[config.mk]
export PLATFORM = sky130hd
export DESIGN_NAME = scl_prescaler
export DESIGN_NICKNAME = d
export VERILOG_FILES = /design/src/rtl/scl_div_pkg.sv /design/src/rtl/scl_cfg_reg.sv /design/src/rtl/scl_fine_tick.sv /design/src/rtl/scl_phase_gen.sv /design/src/rtl/scl_prescaler.sv
export SDC_FILE = /design/constraint.sdc
export NUM_CORES = 1
export LEC_CHECK = 0
export BUFFER_PORTS_ARGS = -buffer_cell sky130_fd_sc_hd__buf_2
export CAP_MARGIN = 15
export CORE_MARGIN = 10
export CORE_UTILIZATION = 50
export CTS_CLUSTER_DIAMETER = 30
export DETAILED_ROUTE_END_ITERATION = 7
export PLACE_DENSITY = 0.83
export SLEW_MARGIN = 30
export SYNTH_ARGS = -nofsm -noshare
export SYNTH_HDL_FRONTEND = slang
export SYNTH_HIERARCHICAL = 1
export SYNTH_SLANG_ARGS = --single-unit
[constraint.sdc]
create_clock -name clk -period 5.2 [get_ports clk]
set_clock_uncertainty 0.05 [all_clocks]
set_input_delay 0.78 -clock clk [delete_from_list [all_inputs] [get_ports clk]]
set_output_delay 0.78 -clock clk [all_outputs]
set_load 0.01 [all_outputs]
[src/rtl/scl_div_pkg.sv]
package scl_div_pkg;

    localparam int CFG_W           = 8;
    localparam int FINE_CODE_W     = 3;
    localparam int COARSE_CODE_W   = 2;
    localparam int RSVD_W          = CFG_W - FINE_CODE_W - COARSE_CODE_W;
    localparam int FINE_MAX        = 8;
    localparam int COARSE_HALF_MAX = 512;
    localparam int FCNT_W          = $clog2(FINE_MAX);
    localparam int CCNT_W          = $clog2(COARSE_HALF_MAX);

    typedef struct packed {
        logic [RSVD_W-1:0]        rsvd;
        logic [COARSE_CODE_W-1:0] coarse;
        logic [FINE_CODE_W-1:0]   fine;
    } scl_cfg_t;

    // Terminal count of the fine counter: fine factor minus one.
    function automatic logic [FCNT_W-1:0] fine_last(input logic [FINE_CODE_W-1:0] code);
        logic [FCNT_W-1:0] r;
        if (!code[FINE_CODE_W-1]) begin
            r = FCNT_W'(1);
        end else begin
            case (code[1:0])
                2'b00:   r = FCNT_W'(2);
                2'b01:   r = FCNT_W'(3);
                2'b10:   r = FCNT_W'(4);
                default: r = FCNT_W'(7);
            endcase
        end
        return r;
    endfunction

    // Terminal count of the coarse counter: half the coarse factor minus one.
    function automatic logic [CCNT_W-1:0] coarse_last(input logic [COARSE_CODE_W-1:0] code);
        logic [CCNT_W-1:0] r;
        case (code)
            2'b00:   r = CCNT_W'(7);
            2'b01:   r = CCNT_W'(15);
            2'b10:   r = CCNT_W'(63);
            default: r = CCNT_W'(511);
        endcase
        return r;
    endfunction

endpackage

[src/rtl/scl_cfg_reg.sv]
module scl_cfg_reg
    import scl_div_pkg::*;
(
    input  logic             clk,
    input  logic             rst,
    input  logic             we,
    input  logic [CFG_W-1:0] wdata,
    input  logic             load_active,
    output scl_cfg_t         shadow,
    output scl_cfg_t         active
);

    scl_cfg_t wr_val;

    always_comb begin
        wr_val      = scl_cfg_t'(wdata);
        wr_val.rsvd = '0;
    end

    always_ff @(posedge clk) begin
        if (rst) begin
            shadow <= '0;
        end else if (we) begin
            shadow <= wr_val;
        end
    end

    always_ff @(posedge clk) begin
        if (rst) begin
            active <= '0;
        end else if (load_active) begin
            active <= shadow;
        end
    end

    assert_rsvd_zero_R5: assert property (@(posedge clk) disable iff (rst)
        shadow.rsvd == '0);

    assert_active_held_R6: assert property (@(posedge clk) disable iff (rst)
        !$past(load_active) |-> $stable(active));

endmodule

[src/rtl/scl_fine_tick.sv]
module scl_fine_tick
    import scl_div_pkg::*;
(
    input  logic              clk,
    input  logic              rst,
    input  logic              en,
    input  logic [FCNT_W-1:0] last,
    output logic              tick
);

    logic [FCNT_W-1:0] fcnt;

    assign tick = en && (fcnt == last);

    always_ff @(posedge clk) begin
        if (rst || !en) begin
            fcnt <= '0;
        end else if (fcnt == last) begin
            fcnt <= '0;
        end else begin
            fcnt <= fcnt + 1'b1;
        end
    end

    assert_fine_in_range_R2: assert property (@(posedge clk) disable iff (rst)
        fcnt <= last);

    assert_fine_cleared_R7: assert property (@(posedge clk) disable iff (rst)
        !en |=> fcnt == '0);

endmodule

[src/rtl/scl_phase_gen.sv]
module scl_phase_gen
    import scl_div_pkg::*;
(
    input  logic              clk,
    input  logic              rst,
    input  logic              en,
    input  logic              tick,
    input  logic [CCNT_W-1:0] last,
    output logic              load_cfg,
    output logic              scl_o,
    output logic              rise,
    output logic              fall
);

    logic [CCNT_W-1:0] ccnt;
    logic              half_done;

    assign half_done = tick && (ccnt == last);
    assign load_cfg  = !en || (half_done && scl_o);

    always_ff @(posedge clk) begin
        if (rst || !en) begin
            ccnt <= '0;
        end else if (tick) begin
            ccnt <= (ccnt == last) ? '0 : ccnt + 1'b1;
        end
    end

    always_ff @(posedge clk) begin
        if (rst || !en) begin
            scl_o <= 1'b1;
            rise  <= 1'b0;
            fall  <= 1'b0;
        end else begin
            rise  <= half_done && !scl_o;
            fall  <= half_done && scl_o;
            if (half_done) begin
                scl_o <= !scl_o;
            end
        end
    end

    assert_coarse_in_range_R3: assert property (@(posedge clk) disable iff (rst)
        ccnt <= last);

    assert_idle_high_R7: assert property (@(posedge clk) disable iff (rst)
        !en |=> scl_o && !rise && !fall);

    assert_strobe_exclusive_R8: assert property (@(posedge clk) disable iff (rst)
        !(rise && fall));

    assert_rise_level_R8: assert property (@(posedge clk) disable iff (rst)
        rise |-> scl_o && !$past(scl_o));

    assert_fall_level_R8: assert property (@(posedge clk) disable iff (rst)
        fall |-> !scl_o && $past(scl_o));

    assert_toggle_strobed_R8: assert property (@(posedge clk) disable iff (rst)
        (scl_o != $past(scl_o)) && $past(en) |-> rise || fall);

    assert_rise_single_R8: assert property (@(posedge clk) disable iff (rst)
        rise |=> !rise);

endmodule

[src/rtl/scl_prescaler.sv]
module scl_prescaler
    import scl_div_pkg::*;
(
    input  logic             clk,
    input  logic             rst,
    input  logic             cfg_we,
    input  logic [CFG_W-1:0] cfg_wdata,
    output logic [CFG_W-1:0] cfg_rdata,
    input  logic             en,
    output logic             scl_o,
    output logic             scl_rise,
    output logic             scl_fall
);

    scl_cfg_t          shadow_cfg;
    scl_cfg_t          active_cfg;
    logic              load_cfg;
    logic              fine_tick;
    logic [FCNT_W-1:0] fine_end;
    logic [CCNT_W-1:0] coarse_end;

    assign fine_end   = fine_last(active_cfg.fine);
    assign coarse_end = coarse_last(active_cfg.coarse);
    assign cfg_rdata  = CFG_W'(shadow_cfg);

    scl_cfg_reg u_cfg (
        .clk         (clk),
        .rst         (rst),
        .we          (cfg_we),
        .wdata       (cfg_wdata),
        .load_active (load_cfg),
        .shadow      (shadow_cfg),
        .active      (active_cfg)
    );

    scl_fine_tick u_fine (
        .clk  (clk),
        .rst  (rst),
        .en   (en),
        .last (fine_end),
        .tick (fine_tick)
    );

    scl_phase_gen u_phase (
        .clk      (clk),
        .rst      (rst),
        .en       (en),
        .tick     (fine_tick),
        .last     (coarse_end),
        .load_cfg (load_cfg),
        .scl_o    (scl_o),
        .rise     (scl_rise),
        .fall     (scl_fall)
    );

    assert_no_edge_at_reset_R1: assert property (@(posedge clk)
        rst |=> scl_o && !scl_rise && !scl_fall && cfg_rdata == '0);

endmodule

* Word level (Yosys, flattened, before mapping)
Index checks and enable logic that the tools add are counted.
Word-level totals: flip-flop bits (word level) 25, logic and storage cells 32
Operators by class: add/subtract/negate cells 2, eq/ne operators 6, mux-type cells 4, reduce and logical (&&, ||, !) cells 11
Operator list (number):
- case mux 9 bit (3 select lines) | 1
- adder 9 x 1 -> 9 bit (second input constant) | 1
- == test 9 bit | 1
- two-way mux 9 bit | 1
- case mux 3 bit (3 select lines) | 1
- == test 2 x 1 -> 1 bit (second input constant) | 2
- == test 2 bit (second input constant) | 2
- logical AND 1 bit | 4
- zero test 2 bit | 2
- adder 3 x 1 -> 3 bit (second input constant) | 1
- == test 3 bit | 1
- two-way mux 3 bit | 1
- zero test 1 bit | 2
- logical OR 1 bit | 2
- OR reduction 2 bit | 1

* Depth between registers and ports, before layout
Gate-level depths: netlist of the first run.
depth in word-level cells 8, depth in mapped cells 11, gate-level depth less buffers 9

* Hierarchy
Netlist of the first run, hierarchy kept.
By module, submodules not included:
- scl_phase_gen | times used 1, cells each 66, area an instance 659.4 µm², seq. area each 240.2 µm²
- scl_cfg_reg | times used 1, cells each 40, area an instance 414.1 µm², seq. area each 200.2 µm²
- scl_fine_tick | times used 1, cells each 14, area an instance 153.9 µm², seq. area each 60.1 µm²
- scl_prescaler | times used 1, cells each 8, area an instance 46.3 µm², seq. area each 0.0 µm²

* Worst setup path after synthesis of the first run
OpenSTA, ideal clock, no wires.
kind input port to flip-flop, start point input port en, end point register u_cfg/active[0] in the netlist's numbering, arrival time 2151 ps, path slack 2881 ps, stages 8, path buffers 2, cell sequence and4_2 buf_2 nand2_1 or3_4 o21ai_1 buf_6 mux2i_1 nor2_1
On the way: word-level cells in the longest chain between the ends 4
Ends and longest elaborated chain:
- from (decl) | RTL line scl_prescaler.sv:9 | input logic en,
- logical AND 1 bit | RTL line scl_fine_tick.sv:13 | assign tick = en && (fcnt == last);
- logical AND 1 bit | RTL line scl_phase_gen.sv:18 | assign half_done = tick && (ccnt == last);
- logical AND 1 bit | RTL line scl_phase_gen.sv:19 | assign load_cfg = !en || (half_done && scl_o);
- logical OR 1 bit * | RTL line scl_phase_gen.sv:19
- via load_cfg | RTL line scl_prescaler.sv:17 | logic load_cfg;
- to (signal assigned) | RTL line scl_cfg_reg.sv:32 | active <= shadow;
- to (decl) | RTL line scl_cfg_reg.sv:10 | output scl_cfg_t active
Mark *: on every way through the listed nets, which the timed path passes. The rest lies on a longest branch. A chain may end at the register's enable or synchronous reset.

* Worst setup path in the final report of the first run
start point register u_cfg/active[2] in the netlist's numbering, end point register u_cfg/active[0] in the netlist's numbering
On the way: word-level cells in the longest chain between the ends 6
Ends and longest elaborated chain:
- two-way mux 3 bit | RTL line scl_div_pkg.sv:21 | if (!code[FINE_CODE_W-1]) begin
- via fine_end[1] | RTL line scl_prescaler.sv:19 | logic [FCNT_W-1:0] fine_end;
- == test 3 bit | RTL line scl_fine_tick.sv:13
- logical AND 1 bit | RTL line scl_fine_tick.sv:13
- via fine_tick | RTL line scl_prescaler.sv:18 | logic fine_tick;
- logical AND 1 bit | RTL line scl_phase_gen.sv:18
- logical AND 1 bit | RTL line scl_phase_gen.sv:19
- logical OR 1 bit | RTL line scl_phase_gen.sv:19
- via load_cfg | RTL line scl_prescaler.sv:17
The timed path passes the listed nets, and every way through them passes these cells.

==> impl_results.md, run 1 <==
* Met3 WL post-DR at 100 um
* Worst Setup Path Type: reg2reg
* Minimum clock period at 2.768 ns
* Routed len/inst at 12.84 um
* Initial DRT Pass Iterations at 4
* Fin nets at 156
* Clk sinks at 25
* Leakage Power at 0.5116 nW
* Cell count after synthesis at 125
* DRT antenna net count at 0
* TritonCTS buffer count at 3
* Post-CTS Repair Setup Buffers at 0
* Critical path arrival at 2.94 ns
* Cell area after synthesis at 0.001251 sq mm
* CTS Root Cell: clkbuf_4
* Layout Utilization at 55.56%
* Max frequency at 361.3 MHz
* Post-route setup TNS at 0 ns
* Syn Area/Cell at 10.01 sq um
* Total I/O pin count at 23
* Slowest cell on crit path: o21ai_1
* Largest net degree at the start of global routing at 14
* Slew HR at 59.20%
* Most frequent cells in the layout: 25 x dfxtp_1, 21 x nor2_1, 16 x buf_2, 14 x xnor2_1, 11 x mux2i_1
* Clock power share at 26.6%
* Hold Path End: u_fine/fcnt[0]
* Cts hold-fix bufs at 0
* Cell Int Power at 242.4 uW
* Overall die width at 70.03 um
* Reg clk slew, reported paths at 0.13 ns
* Initial antenna violation count at 0
* Worst min path class: reg2reg
* Fin cells at 171
* Worst r2r src: u_cfg/active[2]
* Worst r2r path cells at 8
* Seq pwr share at 62.2%
* Clk buf depth at 2
* Cts repair resizes at 0
* CTS tree: built
* Share of cells above drive strength 1 at 21.99%
* Yosys warning count at 6
* Placed insts at 167
* DRC at 0
* GPL Wtd Cong at 0.7298
* Most common cell after layout, fill and taps aside: dfxtp_1
* Critical Path Max Stage Delay at 0.50 ns
* Die Ht at 70.03 um
* Area growth, synth to finish at 8.000%
* Final Hold Vio Count at 0
* Sw Share at 24.80%
* HP Start: u_fine/fcnt[0]
* Placed Area at 0.001325 sq mm
* Routed length on met2 at 1.133 mm
* Vias in the first global route at 856
* Worst Path Max Fanout at 7
* Initial Util at 51.44%
* Comb pwr share at 11.1%
* CP Cell Sequence: a21boi_2 -> xnor2_1 -> and4_2 -> nand2_1 -> or3_4 -> o21ai_1 -> mux2i_1 -> nor2_1
* Outcome: complete, no violations
* Power Density at 238.5 mW/mm^2
* # H-tree levels at 1
* First-pass GRT wire length at 3.726 mm
* Critical path startpoint category: flop
* Actual transition at the worst max-transition pin at 0.6079 ns
* Port Buffer Count at 16
* Crit. End Element: flop
* GRT overflow at 0
* Final WL at 2.196 mm
* # diodes at 0
* Max-slew violations at 0
* P_sw at 79.93 uW
* Via density per instance at 4.889
* Critical R2R Capture: u_cfg/active[0]
* Unrepaired setup endpoints after global routing: no
* Hold path depth at 1
* DR iter-0 viols at 30
* Core Region at 0.002432 sq mm
* M1 WL at 909 um
* Crit share post-route at 53.22%
* Maximum vdd drop at 133.3 uV
* Row count at 18
* Worst Path Required at 5.37 ns
* Final instance area at 0.001351 sq mm
* Die Footprint at 0.004904 sq mm
* Total track usage at 9.292%
* Clk_lat worst skew at 0.32 ns
* Maxcap violations at 0
* Hpwl dp at 1.737 mm
* Top layer reached by signal wires: met4
* R2R Setup Slk at 2.43 ns
* Routed vias at 836
* Setup Viol. Count Final at 0
area by class of cell:
type | instances | area [sq um]
Inverter | 3 | 11.26
Tap cell | 30 | 37.54
Multi-Input combinational cell | 93 | 695.7
Fill cell | 232 | 1081
Clock buffer | 4 | 26.28
Timing Repair Buffer | 16 | 80.08
Sequential cell | 25 | 500.5
stage by stage:
stage / setup WS (ns) / hold WS (ns) / power, mW
global placement: 2.463 / 0.4104 / 0.2389
CTS: 2.388 / 0.4371 / 0.3273
detailed placement: 2.367 / 0.4140 / 0.2409
finish: 2.432 / 0.4407 / 0.3223
floorplan: 2.881 / 0.3911 / 0.2346
global route: 2.234 / 0.4670 / 0.3408
worst max-delay path, delay by kind of cell (launching register included):
| kind | cells | cell delay (ns) |
|---|---|---|
| and+or+nand+nor | 4 | 1.03 |
| xor gates and xnor gates | 1 | 0.30 |
| AOI/OAI and AO/OA | 2 | 0.66 |
| muxes | 1 | 0.27 |
| DFF | 1 | 0.35 |
registers in the layout, indices dropped and copies added (netlist names):
register / count
u_cfg/active: 5
u_cfg/shadow: 5
u_fine/fcnt: 3
u_phase/ccnt: 9
u_phase/fall: 1
u_phase/rise: 1
u_phase/scl_o: 1
how the worst max path moves through the flow:
| stage | startpoint | end | slack [ns] | cells past startpoint |
|---|---|---|---|---|
| 3_5_place_dp | en | u_cfg/active[0] | 2.37 | 7 |
| 3_3_place_gp | en | u_cfg/active[2] | 2.46 | 7 |
| 4_1_cts | u_cfg/active[2] | u_cfg/active[0] | 2.39 | 8 |
| 5_1_grt | u_cfg/active[2] | u_cfg/active[0] | 2.23 | 8 |
| 6_report | u_cfg/active[2] | u_cfg/active[0] | 2.43 | 8 |
| 2_1_floorplan | en | u_cfg/active[0] | 2.88 | 8 |
per-layer routing:
layer,global-route usage (%),vias to the layer above
met5,0,-
met4,6.579,0
li1,-,438
met3,2.684,4
met2,15.71,11
met1,9.601,383
power groups by stage:
stage / Sequential (mW) / Clock, mW / Combinational (mW)
after CTS: 0.201 / 0.0903 / 0.0362
after global routing: 0.202 / 0.0994 / 0.0398
after floorplan: 0.205 / 0 / 0.0296
final: 0.201 / 0.0858 / 0.0359
after detailed placement: 0.205 / 0 / 0.0360
after global placement: 0.205 / 0 / 0.0343
No activity file was read; power rests on OpenSTA's default activity.
==> inputs of run 2 (changes only) <==
--- a/config.mk
+++ b/config.mk
@@ -8,10 +8,10 @@
 export BUFFER_PORTS_ARGS = -buffer_cell sky130_fd_sc_hd__buf_2
 export CAP_MARGIN = 15
 export CORE_MARGIN = 10
-export CORE_UTILIZATION = 50
+export CORE_UTILIZATION = 49
 export CTS_CLUSTER_DIAMETER = 30
 export DETAILED_ROUTE_END_ITERATION = 7
-export PLACE_DENSITY = 0.83
+export PLACE_DENSITY = 0.84
 export SLEW_MARGIN = 30
 export SYNTH_ARGS = -nofsm -noshare
 export SYNTH_HDL_FRONTEND = slang
==> constraint.sdc (replaced) <==
create_clock -name clk -period 2.49 [get_ports clk]
set_clock_uncertainty 0.05 [all_clocks]
set_input_delay 0.3735 -clock clk [delete_from_list [all_inputs] [get_ports clk]]
set_output_delay 0.3735 -clock clk [all_outputs]
set_load 0.01 [all_outputs]
==> impl_results.md, run 2 (synthesized netlist as in run 1, its figures left out) <==
* Placed Area at 0.001340 sq mm (+1.1%)
* HP Start: cfg_wdata[0]
* Clk_lat worst skew at 0.31 ns (about the same)
* Share of cells above drive strength 1 at 25.87% (+3.9 points)
* Minimum clock period at 2.331 ns (-0.4365 ns)
* Setup Viol. Count Final at 0 (unchanged)
* Crit. End Element: flop
* Hold Path End: u_cfg/shadow[0]
* Via density per instance at 4.960 (+1.4%)
* Routed vias at 858 (+2.6%)
* Routed len/inst at 12.74 um (-0.80%)
* Largest Register: u_phase/ccnt
* DRC at 0 (unchanged)
* Vias in the first global route at 864 (+0.93%)
* Clock power share at 26.0% (-0.6 points)
* Post-route setup TNS at 0 ns (unchanged)
* Max reg flops at 9 (unchanged)
* Biggest regs: u_phase/ccnt (9), u_cfg/active (5), u_cfg/shadow (5)
* Comb pwr share at 11.9% (+0.8 points)
* GRT overflow at 0 (unchanged)
* Worst Path Required at 2.65 ns (-2.72 ns)
* Largest net degree at the start of global routing at 15 (+1)
* Clk buf depth at 2 (unchanged)
* Critical path startpoint category: flop
* Most frequent cells in the layout: 25 x dfxtp_1, 21 x nor2_1, 16 x buf_2, 11 x mux2i_1, 11 x xnor2_1
* Worst Path Max Fanout at 5 (-2)
* Initial DRT Pass Iterations at 4 (unchanged)
* Die Footprint at 0.004974 sq mm (+1.4%)
* Dpl ws at 0.1296 ns (-2.238 ns)
* GPL Wtd Cong at 0.7568 (+3.7%)
* Fin nets at 158 (+1.3%)
* Most common cell after layout, fill and taps aside: dfxtp_1
* DR iter-0 viols at 28 (-6.7%)
* Worst Setup Path Type: reg2reg
* Worst r2r src: u_cfg/active[2]
* Reg clk slew, reported paths at 0.13 ns (about the same)
* Sw Share at 24.85% (+0.046 points)
* Row count at 18 (unchanged)
* Seq pwr share at 62.1% (about the same)
* CTS tree: built
* P_sw at 167.7 uW (+110%)
* Final WL at 2.204 mm (+0.36%)
* Outcome: complete, no violations
* Initial antenna violation count at 0 (unchanged)
* TritonCTS buffer count at 3 (unchanged)
* Unrepaired setup endpoints after global routing: no
* First-pass GRT wire length at 3.588 mm (-3.7%)
* Port Buffer Count at 16 (unchanged)
* Total I/O pin count at 23 (unchanged)
* Clk sinks at 25 (unchanged)
* Hpwl dp at 1.792 mm (+3.2%)
* Power Total at 675.1 uW (+110%)
* Post-CTS Repair Setup Buffers at 0 (unchanged)
* Layout Utilization at 56.63% (+1.1 points)
* Die Ht at 70.53 um (+0.72%)
* # H-tree levels at 1 (unchanged)
* CTS Root Cell: clkbuf_4
* Leakage Power at 0.5347 nW (+4.5%)
* Maximum vdd drop at 321.7 uV (+140%)
* Hold path depth at 3 (+2)
* Fillers at 217 (-6.5%)
* Final worst slack at 0.1589 ns (-2.274 ns)
* R2R Setup Slk at 0.16 ns (-2.27 ns)
* Critical path arrival at 2.49 ns (-0.45 ns)
* Worst r2r path cells at 9 (+1)
* Cell Int Power at 507.4 uW (+110%)
* Max-slew violations at 0 (unchanged)
* Max frequency at 429.0 MHz (+19%)
* Area growth, synth to finish at 11.10%
* Crit share post-route at 93.62% (+40 points)
* # diodes at 0 (unchanged)
* Initial Util at 50.97% (-0.47 points)
* Power Density at 485.7 mW/mm^2 (+100%)
* Maxcap violations at 0 (unchanged)
* Total track usage at 8.707% (-0.59 points)
* Worst min path class: in2reg
* Final instance area at 0.001390 sq mm (+2.9%)
* Final Hold Vio Count at 0 (unchanged)
* Overall die width at 70.53 um (+0.72%)
* Core Region at 0.002455 sq mm (+0.93%)
* DRT antenna net count at 0 (unchanged)
* Critical R2R Capture: u_cfg/active[3]
[run 2: cell types whose count changed in the layout (fill, tap and decap cells not counted)]
cell      previous run  this run
xnor2_1             14        11
xnor2_2              4         7
buf_4                0         2
clkbuf_1             1         0
clkinv_2             0         1
[run 2: area by class of cell]
class	instances	area, sq um	area share, %
Multi-Input combinational cell	93	718.2	51.67
Sequential cell	25	500.5	36.00
Timing Repair Buffer	18	95.09	6.841
Tap cell	30	37.54	2.700
Clock buffer	3	22.52	1.620
Inverter	3	11.26	0.8101
Clock inverter	1	5.005	0.3600
[run 2: per-stage QoR]
step	cells	hold slack [ns]
after floorplan	129	0.3911
after global placement	169	0.4132
after detailed placement	169	0.4190
after CTS	173	0.2263
after global routing	173	0.2182
final	173	0.2371
[run 2: power groups by stage]
stage | registers [mW] | clock network, mW | logic, mW
2_1_floorplan | 0.428 | 0 | 0.0618
5_1_grt | 0.421 | 0.200 | 0.0876
6_report | 0.419 | 0.176 | 0.0803
4_1_cts | 0.419 | 0.185 | 0.0779
3_3_place_gp | 0.427 | 0 | 0.0744
3_5_place_dp | 0.428 | 0 | 0.0777
[run 2: what timing repair did]
item	in CTS	in global routing
resized for setup	0	3
hold buffers	0	0
setup endpoints to repair	0	3
[run 2: critical path, stage by stage (launching register included)]
cell and delay, ns:
dfxtp_1 0.39, a21boi_2 0.22, xnor2_2 0.16, and4_2 0.28, nand2_1 0.13, or3_4 0.43
o21ai_1 0.13, buf_4 0.17, mux2i_1 0.21, nor2_1 0.07
[run 2: metal layers]
metal | vias to the layer above | GRT usage (%) | part of all wire, %
met1 | 402 | 7.965 | 39
met3 | 2 | 3.347 | 5.3
met2 | 10 | 16.57 | 55
met5 | - | 0 | 0
met4 | 0 | 3.871 | 0.95
li1 | 444 | - | -
[run 2: worst max path at each step]
stage,slack (ns),cells past startpoint,to,from
floorplan,0.20,10,u_cfg/active[0],u_cfg/active[2]
global placement,0.23,9,u_cfg/active[1],u_cfg/active[2]
detailed placement,0.13,9,u_cfg/active[3],u_cfg/active[2]
CTS,0.10,9,u_cfg/active[3],u_cfg/active[2]
global route,0.002,9,u_cfg/active[4],u_cfg/active[2]
finish,0.16,9,u_cfg/active[3],u_cfg/active[2]
==> inputs of run 3 (changes only) <==
--- a/config.mk
+++ b/config.mk
@@ -8,12 +8,11 @@
 export BUFFER_PORTS_ARGS = -buffer_cell sky130_fd_sc_hd__buf_2
 export CAP_MARGIN = 15
 export CORE_MARGIN = 10
-export CORE_UTILIZATION = 49
+export CORE_UTILIZATION = 48
 export CTS_CLUSTER_DIAMETER = 30
 export DETAILED_ROUTE_END_ITERATION = 7
-export PLACE_DENSITY = 0.84
+export PLACE_DENSITY = 0.83
 export SLEW_MARGIN = 30
 export SYNTH_ARGS = -nofsm -noshare
 export SYNTH_HDL_FRONTEND = slang
-export SYNTH_HIERARCHICAL = 1
 export SYNTH_SLANG_ARGS = --single-unit
==> impl_results.md, run 3 <==
* Outcome: complete, no violations
* Sequential share of the synthesized area at 40.08%
* Yosys warning count at 0 (-6)
* Clk sinks at 25 (unchanged)
* Core Region at 0.002477 sq mm (+0.92%)
* Seq cells post-synth at 25
* Post-CTS Repair Setup Buffers at 0 (unchanged)
* Reg clk slew, reported paths at 0.12 ns (about the same)
* Actual transition at the worst max-transition pin at 0.5741 ns
* Largest cells by area after synthesis: dfxtp_1 40%, mux2i_1 8.0%, nand2b_1 5.5%, xnor2_1 4.2%, nor4b_4 3.8%
* Cell area after synthesis at 0.001249 sq mm (-0.20%)
* Slew HR at 61.47%
* Via density per instance at 5.649 (+14%)
* First-pass GRT wire length at 4.264 mm (+19%)
* Ys async rst share at 0%
* Post-route setup TNS at 0 ns (unchanged)
* Critical path arrival at 2.27 ns (-0.22 ns)
* Largest area contributor in the netlist: dfxtp_1
* Power Density at 484.9 mW/mm^2 (-0.17%)
* Dpl ws at 0.4574 ns (+0.3278 ns)
* Overall die width at 71.01 um (+0.67%)
* # diodes at 0 (unchanged)
* Crit share post-route at 83.28% (-10 points)
* Biggest regs: u_phase.ccnt (9), u_cfg.active (5), u_cfg.shadow (5)
* Maxcap violations at 0 (unchanged)
* Vias in the first global route at 1003 (+16%)
* Worst Setup Path Type: reg2reg
* DRT antenna net count at 0 (unchanged)
* R2R Setup Slk at 0.42 ns (+0.26 ns)
* Clk buf depth at 2 (unchanged)
* Largest Register: u_phase.ccnt
* Critical R2R Capture: u_cfg.active[1]
* Syn Area/Cell at 9.680 sq um (-3.3%)
* Final WL at 2.363 mm (+7.2%)
* Setup Viol. Count Final at 0 (unchanged)
* Die Ht at 71.01 um (+0.67%)
* Final Hold Vio Count at 0 (unchanged)
* DR iter-0 viols at 50 (+79%)
* HP Start: cfg_wdata[4]
* Most frequent cells in the layout: 25 x dfxtp_1, 16 x buf_2, 12 x nor2_1, 11 x nand2b_1, 10 x mux2i_1
* Total track usage at 9.848% (+1.1 points)
* DRC at 0 (unchanged)
* Post-synth EDFFs at 0
* Max frequency at 482.2 MHz (+12%)
* Worst r2r path cells at 5 (-4)
* Clk_lat worst skew at 0.31 ns (about the same)
* Unrepaired setup endpoints after global routing: no
* CP Cell Sequence: xor2_1 -> a2bb2oi_2 -> o2bb2ai_1 -> o31a_1 -> mux2i_1
* Area share of the leading cell type in the synthesized netlist at 40.08%
* Row count at 18 (unchanged)
* Hold path depth at 3 (unchanged)
* Fin nets at 159 (+0.63%)
* Routed vias at 983 (+15%)
* Initial Util at 50.40% (-0.56 points)
* TritonCTS buffer count at 3 (unchanged)
* Worst r2r src: u_fine.fcnt[2]
* # H-tree levels at 1 (unchanged)
* Most frequent cell after synthesis: dfxtp_1
* Port Buffer Count at 16 (unchanged)
* Area growth, synth to finish at 8.917%
* Slowest cell on crit path: dfxtp_1
* Cell count after synthesis at 129 (+3.2%)
* CTS tree: built
* Initial antenna violation count at 0 (unchanged)
* CTS Root Cell: clkbuf_4
* Initial DRT Pass Iterations at 4 (unchanged)
* Hpwl dp at 1.834 mm (+2.3%)
* Largest net degree at the start of global routing at 18 (+3)
* Leakage Power at 0.5106 nW (-4.5%)
* Worst min path class: in2reg
* Worst Path Required at 2.68 ns (+0.03 ns)
* Critical path startpoint category: flop
* Maximum vdd drop at 413.0 uV (+28%)
* Die Footprint at 0.005042 sq mm (+1.4%)
* Routed len/inst at 13.58 um (+6.6%)
* Max-slew violations at 0 (unchanged)
* Most common library cells after synthesis: 25 x dfxtp_1, 12 x nor2_1, 11 x nand2b_1, 10 x mux2i_1, 6 x xnor2_1
* Final worst slack at 0.4163 ns (+0.2574 ns)
* Share of cells above drive strength 1 at 19.44% (-6.4 points)
* Total I/O pin count at 23 (unchanged)
* GPL Wtd Cong at 0.7974 (+5.4%)
* Most common cell after layout, fill and taps aside: dfxtp_1
* Netlist cell types at 42
* Cts repair resizes at 0 (unchanged)
* Worst Path Max Fanout at 7 (+2)
* Max reg flops at 9 (unchanged)
* Hold Path End: u_cfg.shadow[4]
* Minimum clock period at 2.074 ns (-0.2574 ns)
* Top FF cell, synth: dfxtp_1
* Crit. End Element: flop
* Critical Path Max Stage Delay at 0.49 ns (+0.06 ns)
* Cts hold-fix bufs at 0 (unchanged)
* Power Total at 659.4 uW (-2.3%)
* GRT overflow at 0 (unchanged)
==> run 3: cell types whose count changed in the layout (fill, tap and decap cells not counted), sizes merged, moves of 5 or more <==
cell and delta:
xnor2 -12, nand2b +10, nor2 -9, a21oi +5
==> run 3: layout make-up <==
| class | instances | area [sq um] |
|---|---|---|
| Tap cell | 30 | 37.54 |
| Multi-Input combinational cell | 95 | 700.7 |
| Fill cell | 220 | 1117 |
| Timing Repair Buffer | 16 | 80.08 |
| Clock buffer | 4 | 26.28 |
| Inverter | 4 | 15.01 |
| Sequential cell | 25 | 500.5 |
==> run 3: kinds of logic after synthesis <==
family,count (synthesis),synth area share (%)
other,1,0.3003
and+or+nand+nor,49,24.45
buffers and inverters,11,4.409
xor gates and xnor gates,7,4.910
DFF,25,40.08
adders and majority gates,2,2.004
AOI/OAI and AO/OA,24,15.83
muxes,10,8.016
==> run 3: worst max-delay path by stage <==
stage,from,endpoint,depth (start not counted)
3_5_place_dp,u_fine.fcnt[2],u_cfg.active[1],5
3_3_place_gp,u_fine.fcnt[2],u_cfg.active[0],5
6_report,u_fine.fcnt[2],u_cfg.active[1],5
4_1_cts,u_fine.fcnt[2],u_cfg.active[1],5
2_1_floorplan,u_fine.fcnt[0],u_phase.ccnt[8],5
5_1_grt,u_fine.fcnt[0],u_phase.ccnt[3],5
==> run 3: per-layer routing <==
metal	up-vias	global-route usage, %	part of all wire, %
met5	-	0	0
met4	0	2.366	0.55
met3	2	3.626	6.3
met2	33	16.42	45
met1	453	11.65	48
li1	495	-	-
==> run 3: per-stage QoR <==
step	cells	cell area (sq um)	util (%)	hold slack, ns
final	174	1360	54.90	0.2516
after floorplan	131	1256	-	0.4121
after global routing	174	1360	54.90	0.2455
after global placement	170	1334	53.84	0.4177
after CTS	174	1360	54.90	0.2374
after detailed placement	170	1334	53.84	0.4293
==> run 3: power by group <==
group / internal [mW] / total [mW] / switching (mW)
Sequential: 0.410 / 0.422 / 0.0119
Clock: 0.0625 / 0.175 / 0.112
Combinational: 0.0285 / 0.0629 / 0.0344
Total: 0.501 / 0.659 / 0.159
==> run 3: critical path: cells and delay by family, from the launching register on <==
kind	cells	cell delay [ns]
compound gates	3	1.04
flops	1	0.49
mux	1	0.23
xor+xnor	1	0.21
